`config.mk`:
```
export PLATFORM = sky130hd
export DESIGN_NAME = ps2_host_regs
export DESIGN_NICKNAME = d
export VERILOG_FILES = /design/src/rtl/ps2_host_regs.sv
export SDC_FILE = /design/constraint.sdc
export NUM_CORES = 1
export LEC_CHECK = 0
export BUFFER_PORTS_ARGS = -buffer_cell sky130_fd_sc_hd__buf_2
export CORE_ASPECT_RATIO = 0.9
export CORE_MARGIN = 2
export CORE_UTILIZATION = 43
export CTS_CLUSTER_SIZE = 24
export DETAILED_ROUTE_END_ITERATION = 10
export GPL_TIMING_DRIVEN = 0
export PLACE_DENSITY_LB_ADDON = 0.3
export SKIP_CTS_REPAIR_TIMING = 1
export SLEW_MARGIN = 0
export SYNTH_ARGS = -nofsm -noshare
export SYNTH_HDL_FRONTEND = slang
export SYNTH_SLANG_ARGS = --single-unit
```
`constraint.sdc`:
```
create_clock -name clk -period 1.63 [get_ports clk]
set_clock_uncertainty 0.15 [all_clocks]
set_input_delay 0.0815 -clock clk [delete_from_list [all_inputs] [get_ports clk]]
set_output_delay 0.0815 -clock clk [all_outputs]
set_load 0.005 [all_outputs]
```
`src/rtl/ps2_host_regs.sv`:
```
module ps2_host_regs (
  input  logic       clk,
  input  logic       rst_n,
  input  logic       wr_en,
  input  logic       rd_en,
  input  logic       addr,
  input  logic [7:0] wdata,
  output logic [7:0] rdata,
  input  logic       kbd_avail,
  input  logic [7:0] kbd_head,
  output logic       kbd_pop,
  input  logic       aux_avail,
  input  logic [7:0] aux_head,
  output logic       aux_pop,
  output logic       kbd_push,
  output logic       aux_push,
  output logic [7:0] push_data,
  output logic       kbd_tx,
  output logic       aux_tx,
  output logic [7:0] tx_data,
  output logic       kbd_irq,
  output logic       aux_irq,
  output logic       translate_en
);
  localparam logic [7:0] C_GET_MODE = 8'h20, C_SET_MODE = 8'h60;
  localparam logic [7:0] C_AUX_OFF = 8'hA7, C_AUX_ON = 8'hA8, C_AUX_TEST = 8'hA9;
  localparam logic [7:0] C_SELFTEST = 8'hAA, C_KBD_TEST = 8'hAB;
  localparam logic [7:0] C_KBD_OFF = 8'hAD, C_KBD_ON = 8'hAE, C_INPORT = 8'hC0;
  localparam logic [7:0] C_OUTPORT = 8'hD1, C_FAKE_KBD = 8'hD2, C_FAKE_AUX = 8'hD3;
  localparam logic [7:0] C_TO_AUX = 8'hD4, P_NONE = 8'h00;
  localparam logic [7:0] MODE_RST = 8'h03;

  logic [7:0] mode, param, status, rsp;
  logic       kbd_pend, aux_pend, selftest, cmd_flag;
  logic       rsp_v, latch_cmd, known;

  wire cmd_wr   = wr_en & addr;
  wire dat_wr   = wr_en & ~addr;
  wire aux_only = aux_pend & ~kbd_pend;
  wire sel_aux  = aux_avail & ~kbd_avail;

  assign status = {2'b00, aux_only, 1'b1, cmd_flag, selftest, 1'b0, kbd_pend | aux_pend};
  assign rdata  = addr ? status : (sel_aux ? aux_head : kbd_head);
  assign kbd_pop = rd_en & ~addr & ~sel_aux;
  assign aux_pop = rd_en & ~addr & sel_aux;

  assign kbd_irq = kbd_pend & mode[0] & ~mode[4];
  assign aux_irq = aux_only & mode[1];
  assign translate_en = mode[6];

  always_comb begin
    rsp_v = 1'b1;
    rsp   = 8'h00;
    case (wdata)
      C_GET_MODE:             rsp = mode;
      C_SELFTEST:             rsp = 8'h55;
      C_AUX_TEST, C_KBD_TEST: rsp = 8'h00;
      C_INPORT:               rsp = 8'h80;
      default:                rsp_v = 1'b0;
    endcase
  end

  assign latch_cmd = (wdata == C_SET_MODE) || (wdata == C_OUTPORT) || (wdata == C_FAKE_KBD) ||
                     (wdata == C_FAKE_AUX) || (wdata == C_TO_AUX);
  assign known = rsp_v || latch_cmd || (wdata == C_AUX_OFF) || (wdata == C_AUX_ON) ||
                 (wdata == C_KBD_OFF) || (wdata == C_KBD_ON);

  assign kbd_push  = (cmd_wr & rsp_v) | (dat_wr & (param == C_FAKE_KBD));
  assign aux_push  = dat_wr & (param == C_FAKE_AUX);
  assign push_data = cmd_wr ? rsp : wdata;
  assign kbd_tx    = dat_wr & (param == P_NONE);
  assign aux_tx    = dat_wr & (param == C_TO_AUX);
  assign tx_data   = wdata;

  always_ff @(posedge clk) begin
    if (!rst_n) begin
      mode <= MODE_RST;
      param <= P_NONE;
      kbd_pend <= 1'b0;
      aux_pend <= 1'b0;
      selftest <= 1'b0;
      cmd_flag <= 1'b1;
    end else begin
      kbd_pend <= kbd_avail;
      aux_pend <= aux_avail;
      if (cmd_wr && known) begin
        cmd_flag <= 1'b1;
        if (latch_cmd) param <= wdata;
        case (wdata)
          C_AUX_OFF:  mode[5] <= 1'b1;
          C_AUX_ON:   mode[5] <= 1'b0;
          C_KBD_OFF:  mode[4] <= 1'b1;
          C_KBD_ON:   mode[4] <= 1'b0;
          C_SELFTEST: selftest <= 1'b1;
          default: ;
        endcase
      end
      if (dat_wr) begin
        cmd_flag <= 1'b0;
        param <= P_NONE;
        if (param == C_SET_MODE) mode <= wdata;
      end
    end
  end

  assert_kbd_irq_src_R5: assert property (@(posedge clk) disable iff (!rst_n)
    kbd_irq |-> $past(kbd_avail));
  assert_aux_irq_src_R4: assert property (@(posedge clk) disable iff (!rst_n)
    aux_irq |-> ($past(aux_avail) && !$past(kbd_avail)));
  assert_param_clear_R6: assert property (@(posedge clk) disable iff (!rst_n)
    dat_wr |=> (kbd_tx || !dat_wr || !$past(dat_wr)) || !wr_en);
  assert_one_strobe_R7: assert property (@(posedge clk) disable iff (!rst_n)
    $onehot0({kbd_push, aux_push, kbd_tx, aux_tx}));
  assert_selftest_cause_R9: assert property (@(posedge clk) disable iff (!rst_n)
    $rose(status[2]) |-> $past(cmd_wr && wdata == C_SELFTEST));
endmodule

```
== Yosys cells after proc, flatten, opt, wreduce, memory -nomap -nowiden ==
Cells that the tools add are included.
W data, S select, Z words.

* Output and inout bits: 33
* Register bits after elaboration: 20
* Word-level logic and storage cells: 77
* Input port bits: 31

* Muxes and demuxes: 12
* Equal/unequal tests: 18
* Reduce and logical (&&, ||, !) cells: 17
* Bitwise logic cells: 23

{| class="wikitable"
|+ Operators by type and width
! operator !! count
|-
| $eq A8 B8 Y1 const B || 15
|-
| $mux W8 || 3
|-
| $pmux W8 S3 || 1
|-
| $eq A8 B7 Y1 const B || 2
|-
| $and A1 B1 Y1 || 15
|-
| $mux W6 || 2
|-
| $logic_or A1 B1 Y1 || 9
|-
| $eq A8 B6 Y1 const B || 1
|-
| $logic_not A8 Y1 || 1
|-
| $not A1 Y1 || 6
|-
| $reduce_and A2 Y1 || 3
|-
| $reduce_or A5 Y1 || 1
|-
| $pmux W1 S2 || 2
|-
| $mux W1 || 3
|-
| $mux W2 || 1
|-
| $or A1 B1 Y1 || 2
|-
| $reduce_bool A2 Y1 || 1
|-
| $reduce_or A2 Y1 || 1
|-
| $logic_and A1 B1 Y1 || 1
|}

== Longest topological paths before layout ==
Gate-level depths: netlist (run 1).

* Word-level depth: 14
* Mapped depth: 6
* Depth with buffers taken out: 4

== Least setup slack after synthesis (run 1) ==
Ideal clock, no wire load.

* Path type: input to register
* From: input wdata[1]
* To: register param[5]
* Buffers on the path: 2
* Stages on the path: 6
* Arrival: 1323 ps
* Library setup time: 116 ps
* Slack: 41 ps
* Data required time: 1364 ps
* Path through: buf_2 -> or3_4 -> and3b_4 -> o21a_1 -> buf_6 -> o211a_1

* Cells in the longest elaborated chain, start to end: 12
* Elaborated cells between the ends (all ways): 27
* Classes of those cells: 14 x eq/ne; 1 x mux; 12 x reduce/logical

{| class="wikitable"
|+ Ends and longest elaborated chain
! element !! line !! source
|-
| start, declared || 7 || <nowiki>input logic [7:0] wdata,</nowiki>
|-
| branches (longest 11 deep; another with $eq A8 B8 Y1) || n/a ||
|-
| $reduce_and A2 Y1 (no source line) * || n/a ||
|-
| end signal, assigned || 88 || <nowiki>if (latch_cmd) param <= wdata;</nowiki>
|-
| end, declared || 33 || <nowiki>logic [7:0] mode, param, status, rsp;</nowiki>
|}

Every way passes the cells marked *.
A chain may end at the register's enable or synchronous reset.

== Worst setup path in the final report (run 1) ==
* From: input wdata[6]
* To: output kbd_push

* Cells in the longest elaborated chain, start to end: 5
* Elaborated cells between the ends (all ways): 9
* Classes of those cells: 5 x eq/ne; 1 x mux; 2 x bitwise; 1 x reduce/logical

{| class="wikitable"
|+ Ends and longest elaborated chain
! element !! line !! source
|-
| $eq A8 B8 Y1 / $eq A8 B6 Y1 (equally long branches) || 54 || <nowiki>case (wdata)</nowiki>
|-
| $reduce_or A5 Y1 (no source line) * || n/a ||
|-
| $mux W1 * || 54 ||
|-
| $and A1 B1 Y1 * || 68 || <nowiki>assign kbd_push = (cmd_wr & rsp_v) | (dat_wr & (param == C_FAKE_KBD));</nowiki>
|-
| $or A1 B1 Y1 * || 68 ||
|-
| end, declared || 15 || <nowiki>output logic kbd_push,</nowiki>
|}

Mark *: on every way between the ends. The rest lies on a longest branch, timed or not.

==> run summary, run 1 <==
Nets: 296
CTS Buf Count: 3
Critical Path Sink Type: output port
Slew headroom: 0.605
Fin Hold WS: -0.0218 ns
Synth Area per Inst: 7.74 um2
Largest family of logic cells by synthesized area: simple AND/OR/NAND/NOR gates
Post-synthesis register bit count: 20
Multiplexer share of the synthesized area: 0.0881
Seq pwr share: 0.383
Final Wtd Congestion: 0.821
Max-cap viol count: 0
Status: finished, violations left
Sw Pwr: 0.333 mW
Synthesis Warnings: 0
Top area cells in the synthesized netlist: dfxtp_1 (27%), mux2i_1 (8.8%), nand2_1 (6.6%)
Starting Density: 0.444
Power share of the clock group: 0.394
Combinational share of power: 0.222
Via count: 1659
Routed wire length: 4.06 mm
Post-DRT Antenna Nets: 0
Pre-Repair DR Iteration Count: 4
Minimum clock period: 1.59 ns
Hpwl dp: 2.90 mm
CP arrival: 1.35 ns
Crit path top cell by count: o21ai_1
Clk_lat worst skew: 0.27 ns
Max stage delay on crit path: 0.40 ns
Vias per std cell: 5.39
Async SR Flop Fraction: 0
Final worst slack: 0.0450 ns
Post-Route Utilization: 0.624
R2r setup slk: 0.14 ns
Period utilisation layout: 0.972
Worst slew pin tran: 0.585 ns
Die Height: 59.6 um
WS Path Type: input port to output port
Clock Path Buffers: 2
EDFF count, synth: 0
Mapped Nets: 222
Post-Synth Simple-Gate Area: 0.347
Synth unique cells: 48
Reg clk slew, reported paths: 0.08 ns
Worst setup path start: wdata[6]
WP data required: 1.40 ns
Area of the multi-input gates: 986 um2
P_int: 0.970 mW
Die area: 3920 um2
First-pass GRT wire length: 6.15 mm
Adder-cell share of the synthesized area: 0
Largest net degree at the start of global routing: 13
Row count: 20
Core Region: 3330 um2
Vias in the first global route: 1360
Total negative setup slack: 0 ns
Synth Instances: 191
ANT cells: 0
Hold_sp: wdata[7]
PortBufs: 59
CP max stage cell: or3b_4
Yosys top cell area share: 0.271
Max Slew Vio Count: 0
Synth area leader: dfxtp_1
Top cell family by delay on the critical path: compound AO/OA/AOI/OAI gates
RR Startpoint: param[3]$_SDFFE_PP0P_
H-tree Lvls: 1
Power per Cell Area: 627 nW/um2
# clock sinks: 20
Routed wire per std cell: 13.2 um
Register area share after synthesis: 0.271
Fillcell total: 309
Crit path max fanout: 9
Register area: 400 um2
Failing checks: negative hold slack
Total GRT Usage: 0.203
Syn-to-layout area delta: 40.6%
Total grt overflow: 0
Worst hold path type: input port to flop
Die W: 65.8 um
Max VDD drop: 0.000406 V
Top Ports: 64
Fin. Hold Viols: 3
Timing-limited maximum frequency: 631 MHz
Crit-path cells: buf_4 > or3b_4 > a2111oi_4 > o21ai_1 > o21ai_1 > buf_2
Root buf cell: clkbuf_8
Place WS: -0.247 ns
Main flop type after synthesis: dfxtp_1
Ratio of cells with drive above 1 in the final layout: 0.356
Post-Syn Area: 1480 um2
Placed cell areas: 1830 um2
RSZ-0062 raised after global routing: yes
Initial antenna violation count: 0
CTS tree: built
Most common cell in the netlist: nand2_1
Remaining DRCs: 0
Final instance area: 2080 um2
Crit path launch type: input port
Post-synthesis xor/xnor area fraction: 0
Iter 0 DRT Violations: 72
Switching part of the total power: 0.256
Post-synthesis compound-gate area fraction: 0.198
Leak: 0.935 nW
Final setup viols: 0
Buffer and inverter count on the worst path: 2
Post-synth top cells: nand2_1 (26), dfxtp_1 (20), mux2i_1 (13)
-- routing by layer --
layer | wire length [um] | track usage | share of wire
met5 | 0 | 0 | 0
met4 | 55 | 0.0714 | 0.014
met3 | 288 | 0.0323 | 0.071
met2 | 1810 | 0.322 | 0.44
met1 | 1910 | 0.281 | 0.47
-- sequential cells by signal (all words and copies together), names as in the netlist --
signal    count
kbd_pend      1
cmd_flag      1
aux_pend      1
mode          8
selftest      1
param         8
-- tightest hold or removal path: cells and delay by family --
family | cells | cell delay [ns]
AOI/OAI and AO/OA | 2 | 0.16
buffers and inverters | 1 | 0.12
-- stage by stage --
step / hold WS, ns / power [mW] / instances
floorplan: 0.0462 / 0.653 / 191
global placement: 0.160 / 0.762 / 294
detailed placement: 0.160 / 0.767 / 294
CTS: -0.111 / 1.27 / 298
global route: 0.0134 / 1.35 / 308
finish: -0.0218 / 1.30 / 308
-- final timing paths --
path / to / depth (start not counted)
min: param[4]$_SDFFE_PP0P_ / 3
min reg2reg: param[3]$_SDFFE_PP0P_ / 2
max reg2reg: mode[0]$_SDFFE_PN1P_ / 5
max: kbd_push / 6
-- power groups by stage --
stage               clock network [mW]  logic [mW]  registers, mW
finish                           0.514       0.289          0.499
global placement                     0       0.251          0.511
CTS                              0.512       0.257          0.499
global route                     0.536       0.317          0.500
detailed placement                   0       0.256          0.511
floorplan                            0       0.144          0.510
-- cells by family (layout without fill, tap and decap cells) --
| kind of cell | after synthesis | after routing |
|---|---|---|
| muxes | 13 | 13 |
| AOI/OAI and AO/OA | 46 | 46 |
| buffers and inverters | 25 | 98 |
| DFF | 20 | 20 |
| and+or+nand+nor | 87 | 87 |
-- layout make-up --
cell class,instances,area share
buffer,21,0.0687
clock buffer,3,0.0199
clock inverter,1,0.0145
inverter,4,0.00723
multi-input combinational,146,0.475
sequential,20,0.193
tap,44,0.0265
timing repair buffer,69,0.196
-- placed cells by master, fill, tap and decap left out, types with 3 or more instances in the layout --
cell	n
o21a_1	3
dlygate4sd3_1	7
buf_2	58
buf_6	7
buf_4	11
nor3_1	3
a21oi_1	7
nor2b_1	8
nand4_1	3
o21ai_1	12
nand2b_1	5
nor2_1	11
clkbuf_1	6
clkbuf_8	3
and2_1	4
o21ai_0	7
inv_1	4
mux2i_1	13
nand3b_1	3
nand2_1	26
dfxtp_1	20
Note: power is estimated with default switching activity, not from simulation.
==> run 2: changes to the inputs <==
--- a/config.mk
+++ b/config.mk
@@ -5,7 +5,7 @@
 export SDC_FILE = /design/constraint.sdc
 export NUM_CORES = 1
 export LEC_CHECK = 0
-export BUFFER_PORTS_ARGS = -buffer_cell sky130_fd_sc_hd__buf_2
+export BUFFER_PORTS_ARGS = -buffer_cell sky130_fd_sc_hd__buf_4
 export CORE_ASPECT_RATIO = 0.9
 export CORE_MARGIN = 2
 export CORE_UTILIZATION = 43
==> constraint.sdc (replaced) <==
create_clock -name clk -period 1.63 [get_ports clk]
set_clock_uncertainty 0.15 [all_clocks]
set_input_delay 0.163 -clock clk [delete_from_list [all_inputs] [get_ports clk]]
set_output_delay 0.163 -clock clk [all_outputs]
set_load 0.005 [all_outputs]
==> run summary, run 2 (synthesis results as in run 1) <==
Status: finished, violations left
Failing checks: negative setup slack
H-tree Lvls: 1 (unchanged)
Final instance area: 2220 um2 (+6.9%)
Remaining DRCs: 0 (unchanged)
Post-DRT Antenna Nets: 0 (unchanged)
Timing-limited maximum frequency: 561 MHz (-11%)
Largest net degree at the start of global routing: 12 (-1)
Top cell family by delay on the critical path: simple AND/OR/NAND/NOR gates
Placed cell areas: 1980 um2 (+8.1%)
Top Ports: 64 (unchanged)
Syn-to-layout area delta: 50.3%
Initial antenna violation count: 0 (unchanged)
Worst hold stages: 3 (unchanged)
WP data required: 1.32 ns (-0.08 ns)
Leading cell type in the layout, fill and taps excluded: buf_4
Slew headroom: 0.640 (+0.0349)
Max-cap viol count: 0 (unchanged)
Vias in the first global route: 1367 (+0.51%)
Crit path max fanout: 7 (-2)
Largest regs: mode x8, param x8
Total GRT Usage: 0.200 (-0.00314)
Core Region: 3330 um2 (unchanged)
Root buf cell: clkbuf_8
Critical Path Sink Type: output port
Max stage delay on crit path: 0.41 ns (about the same)
Vias per std cell: 5.33 (-1.0%)
Nets: 295 (-0.34%)
Row count: 20 (unchanged)
Crit-path cells: buf_12 > or3b_4 > nor4_4 > buf_6 > a211oi_2 > a21oi_1 > buf_4
PortBufs: 59 (unchanged)
# clock sinks: 20 (unchanged)
Die area: 3920 um2 (unchanged)
Minimum clock period: 1.78 ns (+0.198 ns)
Place WS: -0.353 ns (-0.106 ns)
Starting Density: 0.444 (unchanged)
Fillcell total: 290 (-6.1%)
Total negative setup slack: -1.00 ns (-1.00 ns)
WS Path Type: input port to output port
Finished Layout Cells: 307 (-0.32%)
CTS tree: built
Pre-Repair DR Iteration Count: 4 (unchanged)
Ratio of cells with drive above 1 in the final layout: 0.384 (+0.0280)
Final setup viols: 9 (+9)
Highest-count cells in the layout ignoring fill and taps: buf_4 (70), nand2_1 (26), dfxtp_1 (19), mux2i_1 (13), o21ai_1 (12)
CP max stage cell: or3b_4
Max Slew Vio Count: 0 (unchanged)
Reg clk slew, reported paths: 0.08 ns (about the same)
Via count: 1637 (-1.3%)
Power per Cell Area: 552 nW/um2 (-12%)
Clock Path Buffers: 2 (unchanged)
Buffer and inverter count on the worst path: 3 (+1)
RSZ-0062 raised after global routing: yes
Total grt overflow: 0 (unchanged)
Period utilisation layout: 1.09 (+0.121)
Hpwl dp: 2.94 mm (+1.4%)
Worst slew pin tran: 0.540 ns (-0.0443 ns)
Iter 0 DRT Violations: 71 (-1.4%)
Final Wtd Congestion: 0.804 (-2.0%)
Worst hold path type: input port to flop
Dpl cells: 294 (unchanged)
Routed wire per std cell: 13.5 um (+2.3%)
Crit path launch type: input port
Routed wire length: 4.14 mm (+1.9%)
Final worst slack: -0.153 ns (-0.198 ns)
Die Height: 59.6 um (unchanged)
CP arrival: 1.47 ns (+0.12 ns)
Die W: 65.8 um (unchanged)
Fin. Hold Viols: 0 (-3)
Clk_lat worst skew: 0.26 ns (about the same)
CTS Buf Count: 3 (unchanged)
First-pass GRT wire length: 5.99 mm (-2.7%)
Max VDD drop: 0.000294 V (-28%)
ANT cells: 0 (unchanged)
Reg2reg path depth: 5 (unchanged)
Critical Path Stages: 7 (+1)
Leak: 0.981 nW (+4.9%)
Post-Route Utilization: 0.667 (+0.0432)
[run 2: cell types whose count changed in the layout (fill, tap and decap cells not counted), sizes merged]
cell / change
dlygate4sd3: -5
buf: +3
clkbuf: +2
bufinv: -1
[run 2: path summary, 6_finish.rpt]
kind                                       startpoint               endpoint  slack (ns)
worst min-delay path                         wdata[0]  param[0]$_SDFFE_PP0P_        0.02
worst max register to register  param[4]$_SDFFE_PP0P_   mode[0]$_SDFFE_PN1P_        0.19
worst max-delay path                         wdata[7]           push_data[6]       -0.15
worst min register to register  param[3]$_SDFFE_PP0P_  param[3]$_SDFFE_PP0P_        0.29
[run 2: final cells by class]
class / instances / area, um2 / share of cell area
Multi-Input combinational cell: 146 / 997 / 0.449
Inverter: 4 / 15.0 / 0.00676
Clock buffer: 4 / 55.1 / 0.0248
Buffer: 21 / 150 / 0.0676
Tap cell: 44 / 55.1 / 0.0248
Sequential cell: 20 / 402 / 0.181
Timing Repair Buffer: 68 / 547 / 0.246
[run 2: worst reg2reg max path: stages (launching register included)]
cell      delay, ns
dfxtp_1        0.34
nor3_2         0.21
nand4_1        0.17
clkbuf_4       0.24
mux2i_1        0.16
nand2_1        0.06
[run 2: power by group]
group          internal, mW  total, mW  switching [mW]
logic                 0.189      0.336           0.147
registers             0.495      0.499         0.00487
clock network         0.216      0.392           0.176
[run 2: stage by stage]
step                total power [mW]  hold slack, ns
floorplan                      0.653           0.135
global placement               0.807           0.235
detailed placement             0.811           0.240
CTS                             1.20         -0.0354
global route                    1.28          0.0118
finish                          1.23          0.0197
[run 2: routing by layer]
metal / global-route usage / part of all wire / up-vias
met5: 0 / 0 / -
met4: 0.0982 / 0.017 / 0
met3: 0.0228 / 0.070 / 5
met2: 0.315 / 0.47 / 67
met1: 0.273 / 0.44 / 745
li1: - / - / 820
==> run 3: changes to the inputs <==
--- a/config.mk
+++ b/config.mk
@@ -5,10 +5,11 @@
 export SDC_FILE = /design/constraint.sdc
 export NUM_CORES = 1
 export LEC_CHECK = 0
+export ABC_AREA = 1
 export BUFFER_PORTS_ARGS = -buffer_cell sky130_fd_sc_hd__buf_4
 export CORE_ASPECT_RATIO = 0.9
 export CORE_MARGIN = 2
-export CORE_UTILIZATION = 43
+export CORE_UTILIZATION = 42
 export CTS_CLUSTER_SIZE = 24
 export DETAILED_ROUTE_END_ITERATION = 10
 export GPL_TIMING_DRIVEN = 0
==> run summary, run 3 <==
Status: finished, violations left
Failing checks: negative setup slack
Routed wire length: 3.97 mm (-4.1%)
Vias in the first global route: 1399 (+2.3%)
Root buf cell: clkbuf_8
Vias per std cell: 4.94 (-7.3%)
Critical Path Sink Type: output port
PortBufs: 63 (+6.8%)
Crit path launch type: flop
Largest net degree at the start of global routing: 12 (unchanged)
Register area share after synthesis: 0.282 (+0.0115)
CTS tree: built
Synth area leader: dfxtp_1
Yosys top cell area share: 0.282 (+0.0115)
Max stage delay on crit path: 0.35 ns (-0.06 ns)
Fin Hold WS: 0.0158 ns (-0.00394 ns)
Total grt overflow: 0 (unchanged)
Crit path max fanout: 3 (-4)
WS Path Type: flop to output port
Reg2reg path depth: 6 (+1)
Leak: 1.05 nW (+7.0%)
Crit-path cells: nand2_2 > nor3_4 > nand4_1 > o22ai_1 > buf_4
Hpwl dp: 3.11 mm (+5.7%)
WP data required: 1.32 ns (about the same)
Slew headroom: 0.728 (+0.0883)
Final instance area: 2090 um2 (-5.9%)
Synth Area per Inst: 6.36 um2 (-18%)
Main flop type after synthesis: dfxtp_1
Reg2reg end: mode[2]$_SDFFE_PN0P_
Final Wtd Congestion: 0.870 (+8.1%)
Die Height: 59.1 um (-0.84%)
Post-synth top cells: nand2_1 (45), nor2_1 (28), dfxtp_1 (20), inv_1 (20), o21ai_0 (17)
Pre-Repair DR Iteration Count: 5 (+1)
Final setup viols: 1 (-8)
Max VDD drop: 0.000426 V (+45%)
Remaining DRCs: 0 (unchanged)
Nets: 328 (+11%)
CP max stage cell: dfxtp_2
Top Ports: 64 (unchanged)
ANT cells: 0 (unchanged)
# clock sinks: 20 (unchanged)
EDFF count, synth: 0 (unchanged)
Synth unique cells: 31 (-35%)
Most common cell in the netlist: nand2_1
RSZ-0062 raised after global routing: yes
Post-DRT Antenna Nets: 0 (unchanged)
Reg clk slew, reported paths: 0.07 ns (about the same)
Syn-to-layout area delta: 47.5%
Synthesis Warnings: 0 (unchanged)
Clk_lat worst skew: 0.26 ns (about the same)
Core Region: 3140 um2 (-5.7%)
Initial antenna violation count: 0 (unchanged)
Minimum clock period: 1.65 ns (-0.132 ns)
Mapped Nets: 254 (+14%)
Power per Cell Area: 565 nW/um2 (+2.3%)
CP arrival: 1.34 ns (-0.13 ns)
Die area: 3860 um2 (-1.7%)
Clock Path Buffers: 2 (unchanged)
Starting Density: 0.452 (+0.00777)
Row count: 19 (-5.0%)
Post-Syn Area: 1420 um2 (-4.1%)
Synth Instances: 223 (+17%)
Async SR Flop Fraction: 0 (unchanged)
Leading cell type in the layout, fill and taps excluded: buf_4
Post-synthesis register bit count: 20 (unchanged)
Worst slew pin tran: 0.408 ns (-0.132 ns)
Placed cell areas: 1940 um2 (-1.6%)
Period utilisation layout: 1.01 (-0.0811)
First-pass GRT wire length: 6.31 mm (+5.3%)
Crit path capture: kbd_push
Top area cells in the synthesized netlist: dfxtp_1 (28%), nand2_1 (12%), nor2_1 (7.4%)
Timing-limited maximum frequency: 606 MHz (+8.0%)
Total GRT Usage: 0.210 (+0.00985)
H-tree Lvls: 1 (unchanged)
Worst setup path start: param[4]$_SDFFE_PP0P_
CTS Buf Count: 3 (unchanged)
Fin. Hold Viols: 0 (unchanged)
Max-cap viol count: 0 (unchanged)
Final worst slack: -0.0204 ns (+0.132 ns)
Post-Route Utilization: 0.666 (-0.00103)
Die W: 65.2 um (-0.84%)
Ratio of cells with drive above 1 in the final layout: 0.395 (+0.0112)
Highest-count cells in the layout ignoring fill and taps: buf_4 (75), nand2_1 (42), nor2_1 (28), inv_1 (20), dfxtp_1 (18)
Place WS: -0.0185 ns (+0.335 ns)
Max Slew Vio Count: 0 (unchanged)
Worst hold path type: input port to flop
Routed wire per std cell: 11.7 um (-13%)
Largest regs: mode x8, param x8
R2r setup slk: 0.08 ns (-0.11 ns)
Via count: 1671 (+2.1%)
Iter 0 DRT Violations: 69 (-2.8%)
RR Startpoint: param[4]$_SDFFE_PP0P_
run 3: how the worst min path moves through the flow:
stage               slack (ns)                     to  startpoint  cells after the start
finish                    0.02     mode[5]$_SDFF_PN0_    wdata[5]                      3
detailed placement        0.20    aux_pend$_SDFF_PN0_   aux_avail                      3
CTS                      -0.07    aux_pend$_SDFF_PN0_   aux_avail                      3
global placement          0.20    aux_pend$_SDFF_PN0_   aux_avail                      3
floorplan                 0.10  param[5]$_SDFFE_PP0P_    wdata[4]                      1
global route              0.03     mode[5]$_SDFF_PN0_    wdata[5]                      3
run 3: power by group:
| part | leakage [nW] | internal [mW] | total, mW | switching (mW) |
|---|---|---|---|---|
| Sequential | 0.163 | 0.493 | 0.497 | 0.00372 |
| Combinational | 0.858 | 0.155 | 0.298 | 0.143 |
| Clock | 0.0288 | 0.215 | 0.386 | 0.171 |
| Total | 1.05 | 0.864 | 1.18 | 0.317 |
run 3: logic make-up after synthesis:
group                  share of synthesized area
AND/OR/NAND/NOR                            0.374
flip-flops                                 0.282
buffers and inverters                      0.144
AO/OA/AOI/OAI                              0.199
run 3: area by class of cell:
class / instances / area [um2]
Timing Repair Buffer: 69 / 526
Tap cell: 42 / 52.6
Clock buffer: 4 / 55.1
Multi-Input combinational cell: 161 / 846
Sequential cell: 20 / 403
Fill cell: 313 / 1050
Inverter: 30 / 121
Buffer: 12 / 87.6
run 3: metal layers:
metal	global-route usage	share of wire
met3	0.0399	0.053
met4	0.0714	0.012
met5	0	0
met1	0.284	0.46
met2	0.337	0.47
run 3: per-stage QoR:
| step | power (mW) | instances | TNS [ns] |
|---|---|---|---|
| 6_report | 1.18 | 338 | -0.0204 |
| 3_3_place_gp | 0.792 | 328 | -0.153 |
| 3_5_place_dp | 0.794 | 328 | -0.0315 |
| 5_1_grt | 1.24 | 338 | -0.242 |
| 2_1_floorplan | 0.635 | 223 | 0 |
| 4_1_cts | 1.17 | 332 | -0.169 |
run 3: worst max-delay path, delay by kind of cell (launching register included):
kind / cells / cell delay, ns
and+or+nand+nor: 3 / 0.38
buffers and inverters: 1 / 0.14
DFF: 1 / 0.35
AOI/OAI and AO/OA: 1 / 0.20
